## config.mk

```make
export PLATFORM = sky130hd
export DESIGN_NAME = irq_req_gen
export DESIGN_NICKNAME = d
export VERILOG_FILES = /design/src/rtl/irq_req_gen.sv
export SDC_FILE = /design/constraint.sdc
export NUM_CORES = 1
export LEC_CHECK = 0
export BUFFER_PORTS_ARGS = -buffer_cell sky130_fd_sc_hd__buf_4
export CAP_MARGIN = 10
export CORE_ASPECT_RATIO = 0.6
export CORE_UTILIZATION = 43
export DETAILED_ROUTE_END_ITERATION = 8
export MAX_ROUTING_LAYER = met4
export PLACE_DENSITY_LB_ADDON = 0.12
export SYNTH_ARGS = -nofsm -noshare
export SYNTH_HDL_FRONTEND = slang
export SYNTH_SLANG_ARGS = --single-unit
```

## constraint.sdc

```tcl
create_clock -name clk -period 4 [get_ports clk]
set_input_delay 0.4 -clock clk [delete_from_list [all_inputs] [get_ports clk]]
set_output_delay 0.4 -clock clk [all_outputs]
set_load 0.01 [all_outputs]
```

## src/rtl/irq_req_gen.sv

```systemverilog
module irq_req_gen #(
  parameter int WIDTH = 16
) (
  input  logic             clk,
  input  logic             rst_n,
  input  logic [WIDTH-1:0] evt_i,
  input  logic             clr_we,
  input  logic [WIDTH-1:0] clr_data,
  input  logic             en_we,
  input  logic [WIDTH-1:0] en_data,
  output logic [WIDTH-1:0] status_o,
  output logic [WIDTH-1:0] enable_o,
  output logic             irq_oe,
  output logic             irq_pin
);

  logic [WIDTH-1:0] status_q, enable_q;
  logic [WIDTH-1:0] clr_mask, status_d, enable_d;
  logic [WIDTH-1:0] pend_now, pend_next, pend_hit;
  logic             partial_clr;

  assign clr_mask  = clr_we ? clr_data : '0;
  assign status_d  = (status_q & ~clr_mask) | evt_i;
  assign enable_d  = en_we ? en_data : enable_q;
  assign pend_now  = status_q & enable_q;
  assign pend_next = status_d & enable_d;
  assign pend_hit  = pend_now & clr_mask & ~evt_i;

  assign partial_clr = clr_we && ($countones(pend_now) > 1)
                       && (|pend_hit) && (|pend_next);

  always_ff @(posedge clk or negedge rst_n) begin
    if (!rst_n) begin
      status_q <= '0;
      enable_q <= '0;
      irq_oe   <= 1'b0;
    end else begin
      status_q <= status_d;
      enable_q <= enable_d;
      irq_oe   <= (|pend_next) && !partial_clr;
    end
  end

  assign status_o = status_q;
  assign enable_o = enable_q;
  assign irq_pin  = 1'b0;

  assert_evt_sticky_R2: assert property (@(posedge clk) disable iff (!rst_n)
    (|evt_i) |=> ((status_q & $past(evt_i)) == $past(evt_i)));

  assert_hold_quiet_R3: assert property (@(posedge clk) disable iff (!rst_n)
    (!clr_we && evt_i == '0) |=> $stable(status_q));

  assert_req_needs_pend_R5: assert property (@(posedge clk) disable iff (!rst_n)
    irq_oe |-> (|(status_q & enable_q)));

  assert_drop_cause_R7: assert property (@(posedge clk) disable iff (!rst_n)
    (!irq_oe && (|(status_q & enable_q))) |-> $past(clr_we));

  assert_drop_single_R7: assert property (@(posedge clk) disable iff (!rst_n)
    (!irq_oe && (|(status_q & enable_q)) && !clr_we && !en_we) |=> irq_oe);

endmodule

```

# Yosys cells after proc, flatten, opt, wreduce, memory -nomap -nowiden
# Index checks and enable logic that the tools add are counted.
[op_classes] mul=0 bitwise_logic=8 shifts=0 n_reduce_logical=7 n_lt_le_gt_ge=1 n_div=0 add_sub_neg=15 eq_ne=0 mux=2
[op_table] operator="bitwise AND 16 bit" count=5
[op_table] operator="2-to-1 mux 16 bit" count=2
[op_table] operator="NOT 16 bit" count=2
[op_table] operator="OR reduction 16 bit" count=2
[op_table] operator="adder 1 x 1 -> 2 bit" count=8
[op_table] operator="OR 16 bit" count=1
[op_table] operator="adder 2 x 2 -> 3 bit" count=4
[op_table] operator="adder 3 x 3 -> 4 bit" count=2
[op_table] operator="adder 4 x 4 -> 5 bit" count=1
[op_table] operator="greater-than comparator 5 x 1 -> 1 bit, second input constant" count=1
[op_table] operator="logical AND 1 bit" count=4
[op_table] operator="logical NOT 1 bit" count=1
[totals] out_inout_bits=34 n_memories=0 inputBits=52 rom_bits=0 regBits=33 latch_bits=0 ramBits=0

# Logic depth before layout (Yosys ltp)
[depth] ltp_word=11 ltp_mapped=14 depth_no_buf=14

# Worst setup path before layout
# OpenSTA, ideal clock, no wires.
[synth_timing] path_kind="reg-to-reg" from="register enable_q[0], in the netlist enable_o[0]" to="register irq_oe" stages_incl_launch_ff=15 setup_slack_ps=-324 arrival_ps=4242 synth_period_minus_slack_ps=4324 path_cell_list="dfrtp_1 and2_1 fa_1 fa_1 inv_1 fa_1 fa_1 inv_1 ha_1 inv_1 fa_1 a2111oi_2 a21oi_1 or4b_1 a31oi_1"
[synth_between] elab_chain_len=11
[synth_rtl] element="start, declared" line_no="17" source="logic [WIDTH-1:0] status_q, enable_q;"
[synth_rtl] element="start signal, assigned" line_no="39" source="enable_q <= enable_d;"
[synth_rtl] element="bitwise AND 16 bit" line_no="25" source="assign pend_now = status_q & enable_q;"
[synth_rtl] element="adder 1 x 1 -> 2 bit (not written as such)" line_no="29" source="assign partial_clr = clr_we && ($countones(pend_now) > 1)"
[synth_rtl] element="adder 2 x 2 -> 3 bit (not written as such)" line_no="29"
[synth_rtl] element="adder 3 x 3 -> 4 bit (not written as such)" line_no="29"
[synth_rtl] element="adder 4 x 4 -> 5 bit (not written as such)" line_no="29"
[synth_rtl] element="greater-than comparator 5 x 1 -> 1 bit" line_no="29"
[synth_rtl] element="logical AND 1 bit" line_no="29"
[synth_rtl] element="logical AND 1 bit (2 in series)" line_no="30" source="&& (|pend_hit) && (|pend_next);"
[synth_rtl] element="logical NOT 1 bit" line_no="40" source="irq_oe <= (|pend_next) && !partial_clr;"
[synth_rtl] element="logical AND 1 bit *" line_no="40"
[synth_rtl] element="end signal, assigned" line_no="40"
[synth_rtl] element="end, declared" line_no="13" source="output logic irq_oe,"
# Every way passes the cells marked *; elsewhere a longest branch is shown, timed or not.

# Final worst setup path
[layout_timing] from="register enable_q[5], in the netlist enable_o[5]" to="register irq_oe"
# Same word-level chain as after synthesis.

==> results.ini <==
[outcome]
status = complete, but fails checks
failed_checks = setup timing

[worst_setup_path]
arrival_ns = 4.35
cp_max_fo = 2
slowest_delay_ns = 0.55
cp_slowest_cell = fa_1
crit_chain = and2_4 -> fa_1 -> fa_1 -> inv_1 -> fa_1 -> fa_1 -> inv_1 -> ha_2 -> inv_2 -> fa_2 -> a2111oi_4 -> a21oi_1 -> or4b_1 -> a31oi_1
path_class = register to register
worstSetupEndpointType = register
required_ns = 4.21
worstSetupStartpointType = register
crit_top_cell = fa_1

[clock_network]
cts_sinks = 33
clockBufferDepth = 2
path_clk_slew_ns = 0.07
htreeDepth = 2
numCtsBuffers = 5
clk_latency_ns = 0.28
cts_hold_repair.buffers = 0
cts-root-buf = clkbuf_8
cts_tree = yes

[synth]
ys_ff_latch = 33
netlist_area_sq_um = 2010
synth_xor_xnor_area_share = 0
synth_edf_count = 0
yosysTopAreaCell = dfrtp_1
async_flop_share = 1.00
yosysSeqAreaShare = 0.411
synthCells = 181
synth_mux_area_frac = 0.0954
synthTopCellsByArea = dfrtp_1 41%, fa_1 10%, mux2_2 7.3%, nand4_1 6.2%, a21boi_0 6.0%
ys_types = 26
synth-compound-area-share = 0.142
synth_top_family_by_area = simple AND/OR/NAND/NOR gates
synth_flop_cell = dfrtp_1
postSynthAreaPerCell_sq_um = 11.1
synth_warnings = 0
synth_top_area_share = 0.411
synthAdderAreaFrac = 0.131
synthSimpleGateAreaFrac = 0.175
synth_nets = 248

[route]
drc_errors = 0
postRouteAntennaNets = 0
wl_um = 5250
viasPerCell = 5.10
dr.pass1.iters = 4
wl_per_cell_um = 15.2
drt_first_iter_violations = 68
vias = 1763

[finish]
utilization = 0.684
drive_above_1_share = 0.538
nNetsFinal = 353
area_delta_synth_final_pct = 45.9
antenna_cells = 0
fillCellCount = 357
finalNonFillerCells = 346
multi_input_area_sq_um = 1120
seqCellArea_sq_um = 826

[global_route]
grt_max_degree = 34
grt_pass1_vias = 1631
busiest_layer = met1
use_met2 = 0.336
antenna_found_initial = 0
met1_usage = 0.337
met3_usage = 0.0669
grt-ovfl-total = 0
grt_pass1_wl_um = 8200
grt_usage = 0.238

[timing]
fin_crit_sh = 1.03
hold_viol = 0
fmaxAchievable_ghz = 0.242
finalCriticalPeriod_ns = 4.14
clock-skew-final_ns = 0.00723
rsz0062_at_grt = true
holdWs_ns = 0.0497
finalWorstSetupSlack_ns = -0.140
finalSetupViolations = 1
finalMaxSlewViolations = 0

[power]
pwr-share-clk = 0.195
powerDensity_nw_per_um2 = 441
ir_drop_mv = 0.217
switchingPower_w = 0.000457
pwr-share-seq = 0.298
p_comb_frac = 0.507
swShare = 0.354
total_leakage_power_nw = 1.33
power.internal_w = 0.000835
total_power_w = 0.00129

[placed_design]
dp_slack_ns = -0.219
portBuffers = 84
dp.cells = 338
place.gp.congestion = 0.811
hpwlAfterDp_um = 4240

[die]
core_area_sq_um = 4280
dieHeight_um = 54.9
rows = 18
initial_utilization = 0.469
dieArea_sq_um = 4950
fp.dieW_um = 90.2
pin_count = 86

[job]
maxCapViolCount = 0

[worst_hold_path]
hp-class = input pin to asynchronous set/reset pin

-- logic make-up after synthesis --
group,count (synthesis)
fa+ha+maj,15
mux,16
simple gates,57
other cells,1
compound gates,43
buf+inv,16
flops,33
-- state kept, by name, summed over array words and instances (netlist names) --
name      cells
irq_oe        1
enable_o     16
status_o     16
-- per-stage QoR --
stage,cell area [sq um],TNS (ns)
after floorplan,2020,-0.116
after global placement,2820,-0.0815
after detailed placement,2820,-0.219
after CTS,2920,-0.158
after global routing,2930,-0.299
final,2930,-0.140
-- final cells by class --
class | instances | share of cell area
multi-input combinational | 132 | 0.383
sequential | 33 | 0.282
timing repair buffer | 104 | 0.267
clock buffer | 7 | 0.0295
tap | 60 | 0.0256
inverter | 10 | 0.0128
-- cell usage in the layout, fill, tap and decap left out, drive strengths merged, types with 7 or more instances in the layout --
| cell | Yosys | layout |
|---|---|---|
| clkbuf | 2 | 7 |
| fa | 10 | 10 |
| or2 | 16 | 16 |
| mux2 | 16 | 16 |
| inv | 10 | 10 |
| a21boi | 16 | 16 |
| o22ai | 8 | 8 |
| o21ai | 16 | 16 |
| nand4 | 20 | 20 |
| buf | 4 | 104 |
| dfrtp | 33 | 33 |
| and2 | 13 | 13 |
-- cell usage after synthesis, types with 2 or more instances --
| master | n |
|---|---|
| fa_1 | 10 |
| mux2_4 | 3 |
| inv_1 | 10 |
| nand2_1 | 4 |
| nor4_1 | 3 |
| o22ai_1 | 8 |
| and2_1 | 13 |
| or2_2 | 16 |
| o21ai_2 | 2 |
| mux2_2 | 13 |
| o21ai_0 | 13 |
| a21boi_0 | 16 |
| clkbuf_1 | 2 |
| nand4_1 | 20 |
| ha_1 | 5 |
| dfrtp_1 | 33 |
-- what timing repair did --
action / CTS / global route
resized for setup: 2 / 1
endpoints found under the setup margin: 1 / 1
pin swaps: 3 / 1
setup buffers: 0 / 1
-- per-layer routing --
layer  vias to the layer above  share of wire
li1                        866              -
met1                       835           0.52
met2                        62           0.41
met3                         0          0.076
met4                         0              0
met5                         -              0
-- power groups by stage --
stage / Sequential [W] / Clock (W) / Combinational (W)
final: 0.000385 / 0.000252 / 0.000656
after global routing: 0.000388 / 0.000276 / 0.000753
after CTS: 0.000385 / 0.000258 / 0.000663
after detailed placement: 0.000390 / 0 / 0.000612
after global placement: 0.000390 / 0 / 0.000590
after floorplan: 0.000409 / 0 / 0.000366
-- worst max-delay path, delay by kind of cell, from the launching register on --
| kind | cells | cell delay [ns] |
|---|---|---|
| AND/OR/NAND/NOR | 2 | 0.63 |
| flip-flops | 1 | 0.38 |
| AO/OA/AOI/OAI | 3 | 0.43 |
| adder cells (fa/ha/maj) | 6 | 2.47 |
| buffers and inverters | 3 | 0.16 |
-- worst paths after layout --
| check | startpoint | to | slack (ns) | depth (start not counted) |
|---|---|---|---|---|
| max in group asynchronous | rst_n | status_o[9] | 3.65 | 1 |
| worst max-delay path | enable_o[5] | irq_oe | -0.14 | 14 |
| worst min-delay path | rst_n | status_o[10] | 0.05 | 1 |
| worst max register to register | enable_o[5] | irq_oe | -0.14 | 14 |
| worst min register to register | enable_o[2] | enable_o[2] | 0.57 | 1 |
| min in group clk | evt_i[2] | status_o[2] | 0.32 | 2 |
Note: power is estimated with default switching activity, not from simulation.
